[src/rtl/lbt_pkg.sv]
package lbt_pkg;

    // cycle-type code {mio, dc, wr}
    typedef enum logic [2:0] {
        CT_INTA  = 3'b000,
        CT_HALT  = 3'b001,
        CT_IORD  = 3'b010,
        CT_IOWR  = 3'b011,
        CT_FETCH = 3'b100,
        CT_SHUT  = 3'b101,
        CT_MEMRD = 3'b110,
        CT_MEMWR = 3'b111
    } cyc_type_t;

    typedef enum logic [1:0] {
        ST_IDLE  = 2'd0,
        ST_WAIT  = 2'd1,
        ST_READY = 2'd2
    } seq_state_t;

endpackage

[src/rtl/lbt_decode.sv]
module lbt_decode
    import lbt_pkg::*;
#(
    parameter logic [31:0] MEM_BASE = 32'h000C_0000,
    parameter int          MEM_AW   = 16,
    parameter logic [31:0] IO_BASE  = 32'h0000_0300,
    parameter int          IO_AW    = 4
) (
    input  logic [29:0] addr,
    input  logic [2:0]  ctype,
    input  logic        blast_n,
    output logic        claim,
    output logic        is_write,
    output logic        is_burst
);
    localparam logic [29:0] MEM_MASK = ~((30'd1 << (MEM_AW - 2)) - 30'd1);
    localparam logic [29:0] IO_MASK  = ~((30'd1 << (IO_AW - 2)) - 30'd1);

    logic mem_hit, io_hit;

    assign mem_hit = ((addr ^ MEM_BASE[31:2]) & MEM_MASK) == '0;
    assign io_hit  = ((addr ^ IO_BASE[31:2]) & IO_MASK) == '0;

    always_comb begin
        claim    = 1'b0;
        is_burst = 1'b0;
        case (cyc_type_t'(ctype))
            CT_MEMRD, CT_MEMWR, CT_FETCH: begin
                claim    = mem_hit;
                is_burst = mem_hit & blast_n;
            end
            CT_IORD, CT_IOWR: claim = io_hit;
            default: claim = 1'b0;  // interrupt ack, halt, shutdown
        endcase
    end

    assign is_write = ctype[0];

endmodule

[src/rtl/lbt_seq.sv]
module lbt_seq
    import lbt_pkg::*;
#(
    parameter int WAIT_STATES = 1,
    parameter int BEATS       = 4,
    parameter int LANES       = 4
) (
    input  logic             clk,
    input  logic             rst_n,
    input  logic             start,
    input  logic             start_burst,
    input  logic             start_write,
    input  logic [29:0]      start_addr,
    input  logic [LANES-1:0] start_strb,
    output logic             busy,
    output logic             rdy_single,
    output logic             rdy_burst,
    output logic             wr_pulse,
    output logic             rd_pulse,
    output logic [29:0]      cur_addr,
    output logic [LANES-1:0] cur_strb
);
    localparam int WCW = (WAIT_STATES > 2) ? $clog2(WAIT_STATES) : 1;
    localparam int BW  = (BEATS > 2) ? $clog2(BEATS) : 1;
    localparam logic [WCW-1:0] WS_LOAD   = WCW'((WAIT_STATES == 0) ? 0 : WAIT_STATES - 1);
    localparam logic [BW-1:0]  LAST_BEAT = BW'(BEATS - 1);

    seq_state_t       state;
    logic [WCW-1:0]   wcnt;
    logic [BW-1:0]    beat;
    logic             burst_q, write_q;
    logic [29:0]      addr_q;
    logic [LANES-1:0] strb_q;

    // state register and cycle context
    always_ff @(posedge clk or negedge rst_n) begin
        if (!rst_n) begin
            state   <= ST_IDLE;
            wcnt    <= '0;
            beat    <= '0;
            burst_q <= 1'b0;
            write_q <= 1'b0;
            addr_q  <= '0;
            strb_q  <= '0;
        end else begin
            unique case (state)
                ST_IDLE: begin
                    if (start) begin                      // claim
                        burst_q <= start_burst;
                        write_q <= start_write;
                        addr_q  <= start_addr;
                        strb_q  <= start_strb;
                        beat    <= '0;
                        wcnt    <= WS_LOAD;
                        state   <= (WAIT_STATES == 0) ? ST_READY : ST_WAIT;
                    end
                end
                ST_WAIT: begin
                    if (wcnt == '0) state <= ST_READY;    // expire
                    else            wcnt  <= wcnt - 1'b1; // count
                end
                ST_READY: begin
                    if (burst_q && beat != LAST_BEAT) begin // next beat
                        beat  <= beat + 1'b1;
                        wcnt  <= WS_LOAD;
                        state <= (WAIT_STATES == 0) ? ST_READY : ST_WAIT;
                    end else begin
                        state <= ST_IDLE;                 // finish
                    end
                end
                default: state <= ST_IDLE;
            endcase
        end
    end

    // outputs decoded from the state
    always_comb begin
        busy       = 1'b0;
        rdy_single = 1'b0;
        rdy_burst  = 1'b0;
        wr_pulse   = 1'b0;
        rd_pulse   = 1'b0;
        unique case (state)
            ST_IDLE: busy = 1'b0;
            ST_WAIT: busy = 1'b1;
            ST_READY: begin
                busy       = 1'b1;
                rdy_single = ~burst_q;
                rdy_burst  = burst_q;
                wr_pulse   = write_q;
                rd_pulse   = ~write_q;
            end
            default: busy = 1'b0;
        endcase
    end

    assign cur_addr = addr_q + 30'(beat);
    assign cur_strb = strb_q;

endmodule

[src/rtl/lbt_lanes.sv]
module lbt_lanes #(
    parameter int LANES = 4
) (
    input  logic               rd_en,
    input  logic [LANES-1:0]   strb,
    input  logic [8*LANES-1:0] src,
    output logic [8*LANES-1:0] dst
);
    for (genvar i = 0; i < LANES; i++) begin : g_lane
        assign dst[8*i +: 8] = (rd_en && strb[i]) ? src[8*i +: 8] : 8'h00;
    end
endmodule

[src/rtl/lbus_target.sv]
module lbus_target
    import lbt_pkg::*;
#(
    parameter logic [31:0] MEM_BASE    = 32'h000C_0000,
    parameter int          MEM_AW      = 16,
    parameter logic [31:0] IO_BASE     = 32'h0000_0300,
    parameter int          IO_AW       = 4,
    parameter int          WAIT_STATES = 1,
    parameter int          BEATS       = 4,
    parameter bit          NARROW16    = 1'b0
) (
    input  logic        clk,
    input  logic        rst_n,
    input  logic        ads_n,
    input  logic [29:0] addr,
    input  logic [3:0]  be_n,
    input  logic        mio,
    input  logic        dc,
    input  logic        wr,
    input  logic        blast_n,
    input  logic [31:0] wdata,
    output logic [31:0] rdata,
    output logic        ldev_n,
    output logic        lrdy_n,
    output logic        brdy_n,
    output logic        lbs16_n,
    output logic [29:0] be_addr,
    output logic [31:0] be_wdata,
    output logic [3:0]  be_strb,
    output logic        be_we,
    input  logic [31:0] be_rdata
);
    localparam int LANES = 4;

    logic claim, is_write, is_burst;
    logic busy, rdy_single, rdy_burst, wr_pulse, rd_pulse;

    lbt_decode #(
        .MEM_BASE(MEM_BASE), .MEM_AW(MEM_AW), .IO_BASE(IO_BASE), .IO_AW(IO_AW)
    ) decode_i (
        .addr(addr), .ctype({mio, dc, wr}), .blast_n(blast_n),
        .claim(claim), .is_write(is_write), .is_burst(is_burst)
    );

    lbt_seq #(
        .WAIT_STATES(WAIT_STATES), .BEATS(BEATS), .LANES(LANES)
    ) seq_i (
        .clk(clk), .rst_n(rst_n),
        .start(~ads_n & claim), .start_burst(is_burst), .start_write(is_write),
        .start_addr(addr), .start_strb(~be_n),
        .busy(busy), .rdy_single(rdy_single), .rdy_burst(rdy_burst),
        .wr_pulse(wr_pulse), .rd_pulse(rd_pulse),
        .cur_addr(be_addr), .cur_strb(be_strb)
    );

    lbt_lanes #(.LANES(LANES)) lanes_i (
        .rd_en(rd_pulse), .strb(be_strb), .src(be_rdata), .dst(rdata)
    );

    assign ldev_n   = ~busy;
    assign lrdy_n   = ~rdy_single;
    assign brdy_n   = ~rdy_burst;
    assign be_we    = wr_pulse;
    assign be_wdata = wdata;

    if (NARROW16) begin : g_narrow
        assign lbs16_n = ~busy;
    end else begin : g_wide
        assign lbs16_n = 1'b1;
    end

endmodule

[config.mk]
export PLATFORM = sky130hd
export DESIGN_NAME = lbus_target
export DESIGN_NICKNAME = d
export VERILOG_FILES = /design/src/rtl/lbt_pkg.sv /design/src/rtl/lbt_decode.sv /design/src/rtl/lbt_seq.sv /design/src/rtl/lbt_lanes.sv /design/src/rtl/lbus_target.sv
export SDC_FILE = /design/constraint.sdc
export NUM_CORES = 1
export LEC_CHECK = 0
export BUFFER_PORTS_ARGS = -buffer_cell sky130_fd_sc_hd__buf_2
export CAP_MARGIN = 20
export CORE_UTILIZATION = 33
export DETAILED_ROUTE_END_ITERATION = 6
export PLACE_DENSITY = 0.67
export SETUP_SLACK_MARGIN = 0.3
export SLEW_MARGIN = 15
export SYNTH_ARGS = -nofsm -noshare
export SYNTH_HDL_FRONTEND = slang
export SYNTH_SLANG_ARGS = --single-unit
[constraint.sdc]
create_clock -name clk -period 2.95 [get_ports clk]
set_input_delay 0.295 -clock clk [delete_from_list [all_inputs] [get_ports clk]]
set_output_delay 0.295 -clock clk [all_outputs]
set_load 0.005 [all_outputs]
* After elaboration in Yosys (flattened, before gate mapping)
Index checks and enable logic that the tools add are counted.
** Storage, ports and cells
- Register bits after elaboration :: 41
- Bits of input ports :: 105
** Operators by class
- $add $sub $neg :: 3
- Equal/unequal tests :: 11
- Multiplexer cells :: 22
- Bitwise gates (word level) :: 11
- Reductions and logical operators :: 17
** Operators by type and width (number)
- logical NOT 30 bit :: 2
- two-way mux 8 bit :: 4
- adder 30 x 2 -> 30 bit :: 1
- two-way mux 1 bit :: 10
- equality test 3 bit, second input constant :: 3
- two-way mux 2 bit :: 4
- equality test 3 x 2 -> 1 bit, second input constant :: 2
- NOT 1 bit :: 6
- one-hot mux 2 bit (3 select lines) :: 1
- AND reduction 3 bit :: 2
- logical AND 1 bit :: 5
- != test 2 x 1 -> 1 bit, second input constant :: 2
- != test 2 bit, second input constant :: 2
- NOT 2 bit :: 2
- NOT 4 bit :: 1
- one-hot mux 2 bit (2 select lines) :: 1
- AND reduction 2 bit :: 2
- OR reduction 2 bit :: 2
- one-hot mux 1 bit (3 select lines) :: 1
- nonzero test 3 bit :: 1
- OR reduction 3 bit :: 1
- adder 2 x 1 -> 2 bit, second input constant :: 1
- bitwise AND 1 bit :: 2
- equality test 2 x 1 -> 1 bit, second input constant :: 1
- other kinds (5) :: 5

* Depth between registers and ports, before layout
Gate-level depths: netlist of the first run.
- Word-level depth :: 6
- Gate-level depth with buffers :: 9

* Cells and area by module
Synthesis of the first run repeated with hierarchy kept, for this count alone.
** Second synthesis, totals
- Cell total of the unflattened synthesis :: 281
- Area total of the unflattened synthesis :: 2880.3 sq um
** By module, submodules not included
- lbt_seq :: times used 1, cells each 188, area an instance 2227.1 sq um, seq. area each 1001.0 sq um
- lbus_target :: times used 1, cells each 42, area an instance 291.5 sq um, seq. area each 0.0 sq um
- lbt_lanes :: times used 1, cells each 35, area an instance 230.2 sq um, seq. area each 0.0 sq um
- lbt_decode :: times used 1, cells each 16, area an instance 131.4 sq um, seq. area each 0.0 sq um

* Worst setup path before layout of the first run
Ideal clock, no wire load.
- Kind :: flip-flop to output port
- From :: register seq_i.beat[0]
- To :: output port be_addr[20]
- Arrival :: 2.094 ns
- Data required time :: 2.655 ns
- Slack :: 0.561 ns
- Stages on the path, launching flop included :: 10
- Path buffers :: 1
- Cell sequence :: dfrtp_1 -> ha_1 -> inv_1 -> fa_1 -> nand4b_1 -> nor2_1 -> and3_1 -> clkbuf_1 -> nand4_1 -> xnor2_1
** On the way
- Longest elaborated chain between the ends :: 1
** Ends and longest elaborated chain
- start, declared :: line lbt_seq.sv:30 : logic [BW-1:0] beat;
- start signal, assigned :: line lbt_seq.sv:64 : beat <= beat + 1'b1;
- adder 30 x 2 -> 30 bit :: line lbt_seq.sv:97 : assign cur_addr = addr_q + 30'(beat);
- end, declared :: line lbus_target.sv:27 : output logic [29:0] be_addr,
Every way passes these cells.

* Worst setup path in the final report of the first run
- From :: register seq_i.addr_q[0]
- To :: output port be_addr[20]
** On the way
- Longest elaborated chain between the ends :: 1
** Ends and longest elaborated chain
- start, declared :: line lbt_seq.sv:32 : logic [29:0] addr_q;
- start signal, assigned :: line lbt_seq.sv:51 : addr_q <= start_addr;
- adder 30 x 2 -> 30 bit :: line lbt_seq.sv:97
Every way passes these cells.

==> results of run 1 <==
-- layout by cell type, fill, tap and decap left out, types with 2 or more instances in the layout --
| cell | n |
|---|---|
| buf_2 | 142 |
| nor4_2 | 3 |
| nand4b_1 | 2 |
| and2_1 | 17 |
| nand2b_1 | 2 |
| clkbuf_8 | 5 |
| xnor2_1 | 20 |
| inv_1 | 10 |
| nor2_1 | 15 |
| nand4_1 | 6 |
| a21oi_1 | 3 |
| dfrtp_1 | 39 |
| mux2_4 | 16 |
| and3_1 | 36 |
| xor2_1 | 8 |
| ha_1 | 6 |
| a31oi_1 | 9 |
| nor4_1 | 4 |
| nand3_1 | 12 |
| nand2_1 | 12 |
| nor3_1 | 2 |
| mux2_2 | 4 |
| buf_4 | 6 |
| nand3_2 | 4 |
| and4_1 | 3 |
-- worst max-delay path by stage --
stage,slack [ns],end,cells past startpoint
finish,0.44,be_addr[20],9
global route,0.25,be_addr[24],9
CTS,0.30,be_addr[26],9
detailed placement,0.42,be_addr[26],9
global placement,0.48,be_addr[20],9
floorplan,0.56,be_addr[20],9
-- area by class of cell --
cell class	instances	area (sq um)	area share, %
clock buffers	6	72.6	1.97
clock inverters	2	35.0	0.953
inverters	10	37.5	1.02
multi-input cells	207	1630	44.2
flip-flops and latches	40	1000	27.3
well taps	108	135	3.68
repair buffers	149	767	20.9
-- per-layer routing --
| layer | GRT usage (%) | up-vias |
|---|---|---|
| met4 | 5.02 | 0 |
| met1 | 21.6 | 1177 |
| li1 | - | 1243 |
| met2 | 22.9 | 100 |
| met5 | 0 | - |
| met3 | 4.15 | 17 |
-- flip-flops by register name (all words and copies together), names as in the netlist --
| register | count |
|---|---|
| seq_i.burst_q | 1 |
| seq_i.beat | 2 |
| seq_i.write_q | 1 |
| seq_i.addr_q | 30 |
| seq_i.cur_strb | 4 |
| seq_i.state | 2 |
-- cells by family (layout without fill, tap and decap cells) --
kind of cell / after synthesis / after routing / share of synthesized area (%)
compound gates: 19 / 19 / 4.67
xor+xnor: 28 / 28 / 8.32
simple gates: 130 / 130 / 27.5
mux: 21 / 21 / 10.0
buf+inv: 53 / 167 / 11.8
fa+ha+maj: 8 / 8 / 3.65
other cells: 1 / 1 / 0.127
flops: 40 / 40 / 34.0
-- metrics by stage --
stage | power [W] | instance area [sq um] | hold WS [ns]
after floorplan | 0.000786 | 2950 | -0.000591
after global placement | 0.000870 | 3510 | 0.472
after detailed placement | 0.000879 | 3510 | 0.476
after CTS | 0.00132 | 3650 | 0.164
after global routing | 0.00139 | 3670 | 0.170
final | 0.00131 | 3670 | 0.125
-- power groups by stage --
stage / Sequential (W) / Combinational, W / Clock [W]
2_1_floorplan: 0.000580 / 0.000207 / 0
3_3_place_gp: 0.000582 / 0.000288 / 0
3_5_place_dp: 0.000582 / 0.000297 / 0
4_1_cts: 0.000572 / 0.000298 / 0.000453
5_1_grt: 0.000574 / 0.000338 / 0.000479
6_report: 0.000572 / 0.000299 / 0.000439
-- timing repair --
action                     4_1_cts  5_1_grt
resized for setup                5        4
pin swaps                        1        2
setup endpoints to repair       13       11
buffers inserted                 2        1
==> summary.txt, run 1 <==
STA
  • Setup tns final: 0 ns
  • Slew Limit Fails: 0
  • Setup Skew: 0.0121 ns
  • Setup ws final: 0.442 ns
  • Final Hold Fails: 0
  • Final Cycle Share: 85.0%
  • Final Setup Violations: 0
  • Max Clock Freq: 0.399 GHz
  • Tightest Pin Transition: 0.890 ns
  • Max-slew headroom: 40.7%
  • Unrepaired setup endpoints after global routing: yes
  • Min Tclk post-route: 2.51 ns

Route
  • Metal2 WL: 3310 um
  • Via count: 2537
  • Antenna Violating Nets Remaining: 0
  • Met1 wire length: 3250 um
  • Initial drt markers: 66
  • DR WL/cell: 13.7 um
  • Final wirelength: 7140 um
  • DRC Markers: 0
  • Top Metal Used: met4
  • Via/cell ratio: 4.86
  • Met3 routed wirelength: 453 um
  • Pre-antenna DRT Iters: 4

Run status
  • Status: finished clean

Pwr
  • Net Sw Frac: 28.7%
  • Peak supply drop: 0.241 mV
  • Power Dens Cells: 356 nW/um^2
  • Leak: 2.11 nW
  • Clock power share: 33.5%
  • P_sw: 0.000375 W
  • Combinational share of power: 22.8%
  • Seq pwr share: 43.7%
  • Internal power consumption: 0.000934 W

Critical path
  • Crit Path Max Fanout: 6
  • FF-to-FF End: seq_i.state[1]$_DFFE_PN0P_
  • Endpoint class of the critical path: primary output
  • R2R Setup Slk: 0.96 ns
  • CP bufs+invs: 2
  • Crit. Startpoint: seq_i.addr_q[0]$_DFFE_PN0P_
  • Slowest stage delay, CP: 0.39 ns
  • Required time of the critical path: 2.65 ns
  • CP cell instances: ha_4 > inv_1 > fa_2 > nand4b_1 > nor2_2 > and3_4 > nand4_1 > xnor2_1 > buf_2
  • Startpoint Class: flop
  • Crit-path leading delay family: simple AND/OR/NAND/NOR gates
  • Critical-path top delay cell: dfrtp_1
  • Arrival time at the worst endpoint: 2.21 ns
  • Reg2Reg Depth: 6
  • Setup CP Type: flop to primary output
  • Critical R2R Launch: seq_i.state[0]$_DFFE_PN0P_

Yosys
  • Synth area leaders: dfrtp_1 34%, buf_4 8.4%, mux2_4 8.1%
  • Post-synthesis register bit count: 40
  • Avg Inst Size Synth: 9.83 sq um
  • Yosys top cell by area: dfrtp_1
  • Post-synth EDFFs: 0
  • Ys flop type: dfrtp_1
  • Syn Nets: 413
  • Asr flop ratio synth: 100%
  • Top-area cell type share of the netlist area: 34.0%
  • Ys Warns: 0
  • Synth cell types: 46
  • Synthesized area: 2950 sq um
  • Cell with the most instances after synthesis: dfrtp_1
  • Synthesized instance count: 300
  • Synth cell count leaders: 40 x dfrtp_1, 37 x and3_1, 33 x buf_4
  • Register area share after synthesis: 34.0%

Clock network
  • H-Tree Depth: 2
  • CTS tree: yes
  • Total clock buffers created by CTS: 5
  • Hold buffers post-CTS: 0
  • Clk sink count: 40
  • Clock tree buffer depth: 2
  • Root buf cell: clkbuf_8
  • Clk pin slew, worst setup/hold paths: 0.07 ns
  • Worst-skew pair later-pin latency: 0.29 ns

Global route
  • Vias in the first global route: 2274
  • Grt total ovfl: 0
  • First-pass GRT wire length: 10900 um
  • Initial antenna violation count: 0
  • Largest net degree at the start of global routing: 41
  • All-Layer GR Usage: 15.4%

Floorplanning
  • Core Footprint: 8680 sq um
  • Die width: 96.5 um
  • Ports: 208
  • Site Rows: 34
  • Die area: 9320 sq um
  • Initial Utilization: 34.0%
  • Die H: 96.5 um

Final layout
  • Share of layout cells above drive strength 1: 46.9%
  • Post-layout util: 42.3%
  • Layout Cells excl Fill: 522
  • Filler cells: 871
  • Diodes inserted: 0
  • Fin nets: 526
  • Area delta synth->final: 24.7%

Placement
  • Placed Cells: 511
  • PortBufs: 142
  • Detailed placer's ending HPWL: 5740 um
  • GPL Wtd Cong: 0.806
  • Setup WS pre-CTS: 0.418 ns

Worst hold path
  • Hold Path Class: input port to asynchronous set/reset pin

Flow run
  • Max-Cap Viols: 0
Power figures use the tool's default switching activity.
==> inputs of run 2 (changes only) <==
Settings changed: CORE_UTILIZATION 33 to 42, PLACE_DENSITY 0.67 to 0.82.
==> run 2 against run 1 <==
  * Sequential power barely moved
  * Register-to-register slack got worse by 0.17 ns
  * Via count fell by 1.3%
  * Sequential share of layout area barely moved
  * Routed wire length fell by 2.5%
  * Total power fell by 0.31%
  * Critical path depth did not move
  * Clock-buffer cell count fell by 1
  * Global-route usage rose by 3.2 points
  * Non-clock buffer count did not move
  * Worst hold slack got worse by 0.0052 ns
  * Die area fell by 21%
  * Critical path type unchanged
==> summary.txt, run 2 (same netlist as run 1, synthesis figures left out) <==
STA
  • Setup tns final: 0 ns (unchanged)
  • Tightest Pin Transition: 0.880 ns (was 0.890 ns)
  • Setup ws final: 0.391 ns (was 0.442 ns)
  • Max Clock Freq: 0.391 GHz (was 0.399 GHz)
  • Final Setup Violations: 0 (unchanged)
  • Final Hold Fails: 0 (unchanged)
  • Final Cycle Share: 86.7% (was 85.0%)
  • Setup Skew: 0.00830 ns (was 0.0121 ns)
  • Unrepaired setup endpoints after global routing: yes (unchanged)
  • Max-slew headroom: 41.4% (was 40.7%)
  • Min Tclk post-route: 2.56 ns (was 2.51 ns)
  • Slew Limit Fails: 0 (unchanged)

Critical path
  • Setup CP Type: flop to primary output (unchanged)
  • Required time of the critical path: 2.65 ns (about the same)
  • Crit. Startpoint: seq_i.addr_q[0]$_DFFE_PN0P_ (unchanged)
  • Critical R2R Launch: seq_i.state[0]$_DFFE_PN0P_ (unchanged)
  • Startpoint Class: flop (unchanged)
  • Crit Path Max Fanout: 6 (unchanged)
  • Endpoint class of the critical path: primary output (unchanged)
  • Arrival time at the worst endpoint: 2.26 ns (was 2.21 ns)

Placement
  • GPL Wtd Cong: 0.869 (was 0.806)
  • PortBufs: 142 (unchanged)
  • Post-DP Area: 3490 sq um (was 3510 sq um)
  • Detailed placer's ending HPWL: 5530 um (was 5740 um)
  • Setup WS pre-CTS: 0.411 ns (was 0.418 ns)

Flow run
  • Max-Cap Viols: 0 (unchanged)

Floorplanning
  • Die H: 85.8 um (was 96.5 um)
  • Die area: 7360 sq um (was 9320 sq um)
  • Core Footprint: 6790 sq um (was 8680 sq um)
  • Ports: 208 (unchanged)
  • Die width: 85.8 um (was 96.5 um)
  • Initial Utilization: 43.4% (was 34.0%)
  • Site Rows: 30 (was 34)

Clock network
  • Root buf cell: clkbuf_8 (unchanged)
  • Clk sink count: 40 (unchanged)
  • CTS tree: yes (unchanged)
  • Worst-skew pair later-pin latency: 0.29 ns (about the same)
  • Total clock buffers created by CTS: 5 (unchanged)
  • Clk pin slew, worst setup/hold paths: 0.09 ns (was 0.07 ns)
  • Clock tree buffer depth: 2 (unchanged)
  • H-Tree Depth: 2 (unchanged)

Final layout
  • Diodes inserted: 0 (unchanged)
  • Post-Layout Inst Area: 3670 sq um (about the same)
  • Commonest non-fill, non-tap cell in the layout: buf_2 (unchanged)
  • Filler cells: 598 (was 871)
  • Share of layout cells above drive strength 1: 47.6% (was 46.9%)
  • Reg with most FFs: seq_i.addr_q (unchanged)
  • Area occupied by registers: 1000 sq um (unchanged)
  • Max reg flops: 30 (unchanged)
  • Fin nets: 526 (unchanged)
  • Most frequent cells in the layout: 142 x buf_2, 39 x dfrtp_1, 36 x and3_1 (unchanged)
  • Footprint of the multi-input gates: 1620 sq um (was 1630 sq um)
  • Area delta synth->final: 24.6% (was 24.7%)

Route
  • Via count: 2504 (was 2537)
  • Pre-antenna DRT Iters: 4 (unchanged)
  • DR WL/cell: 13.7 um (about the same)
  • Initial drt markers: 166 (was 66)
  • Met3 routed wirelength: 389 um (was 453 um)
  • Met1 wire length: 3190 um (was 3250 um)
  • DRC Markers: 0 (unchanged)
  • Metal2 WL: 3360 um (was 3310 um)
  • Antenna Violating Nets Remaining: 0 (unchanged)
  • Final wirelength: 6960 um (was 7140 um)
  • Top Metal Used: met4 (unchanged)
  • Via/cell ratio: 4.91 (was 4.86)

Global route
  • Grt total ovfl: 0 (unchanged)
  • Initial antenna violation count: 0 (unchanged)
  • All-Layer GR Usage: 18.6% (was 15.4%)
  • Vias in the first global route: 2298 (was 2274)
  • First-pass GRT wire length: 11000 um (was 10900 um)
  • Largest net degree at the start of global routing: 41 (unchanged)

Pwr
  • Internal power consumption: 0.000928 W (was 0.000934 W)
  • Power Dens Cells: 356 nW/um^2 (about the same)
  • Combinational share of power: 21.6% (was 22.8%)
  • Leak: 2.12 nW (was 2.11 nW)
  • Clock power share: 34.5% (was 33.5%)
  • Seq pwr share: 43.8% (was 43.7%)
  • Peak supply drop: 0.443 mV (was 0.241 mV)
  • P_sw: 0.000378 W (was 0.000375 W)
  • Net Sw Frac: 28.9% (was 28.7%)

Worst hold path
  • Hold Path Class: input port to asynchronous set/reset pin (unchanged)

Run status
  • Status: finished clean (unchanged)
## run 2: path summary, 6_finish.rpt
| check | to | slack [ns] | cells after the start |
|---|---|---|---|
| worst max-delay path | be_addr[26] | 0.39 | 9 |
| max in group asynchronous | seq_i.beat[0]$_DFFE_PN0P_ | 2.22 | 1 |
| worst max register to register | seq_i.addr_q[17]$_DFFE_PN0P_ | 0.79 | 4 |
| worst min register to register | seq_i.addr_q[29]$_DFFE_PN0P_ | 0.51 | 1 |
| worst min-delay path | seq_i.addr_q[21]$_DFFE_PN0P_ | 0.12 | 1 |
| min in group clk | seq_i.cur_strb[3]$_DFFE_PN0P_ | 0.20 | 2 |
## run 2: layer usage
metal / vias to the layer above / GRT usage [%]
met4: 0 / 4.85
met2: 80 / 29.0
met3: 4 / 3.27
met5: - / 0
li1: 1245 / -
met1: 1175 / 26.7
## run 2: cell type report
class | instances | area share, %
sequential | 40 | 27.3
multi-input combinational | 207 | 44.1
clock buffer | 5 | 1.87
inverter | 10 | 1.02
tap | 96 | 3.27
timing repair buffer | 149 | 21.1
clock inverter | 3 | 1.29
## run 2: what timing repair did
item                                    CTS  global route
endpoints found under the setup margin   13            16
endpoints found under the hold margin     0             0
hold buffers                              0             0
setup buffers                             3             1
resized for setup                         4             5
pin swaps                                 1             3
## run 2: per-stage QoR
step                utilization (%)  power (W)  cells  hold WS (ns)
floorplan                         -   0.000786    300     -0.000591
global placement               51.4   0.000849    498         0.453
detailed placement             51.4   0.000863    498         0.466
CTS                            53.8    0.00132    509         0.141
global route                   54.1    0.00138    510         0.189
finish                         54.1    0.00131    510         0.119
## run 2: power by group through the flow
| stage | sequential [W] | combinational, W | clock, W |
|---|---|---|---|
| 2_1_floorplan | 0.000580 | 0.000207 | 0 |
| 3_3_place_gp | 0.000582 | 0.000268 | 0 |
| 3_5_place_dp | 0.000582 | 0.000281 | 0 |
| 4_1_cts | 0.000572 | 0.000281 | 0.000469 |
| 5_1_grt | 0.000574 | 0.000315 | 0.000490 |
| 6_report | 0.000572 | 0.000282 | 0.000451 |
## run 2: critical path, cell delays in order (launching register included)
cell and delay [ns]:
dfrtp_1 0.36, ha_2 0.19, inv_2 0.04, fa_2 0.35, nand4b_1 0.23, nor2_2 0.17, and3_4 0.25, nand3_1 0.11
xnor2_1 0.16, buf_2 0.13
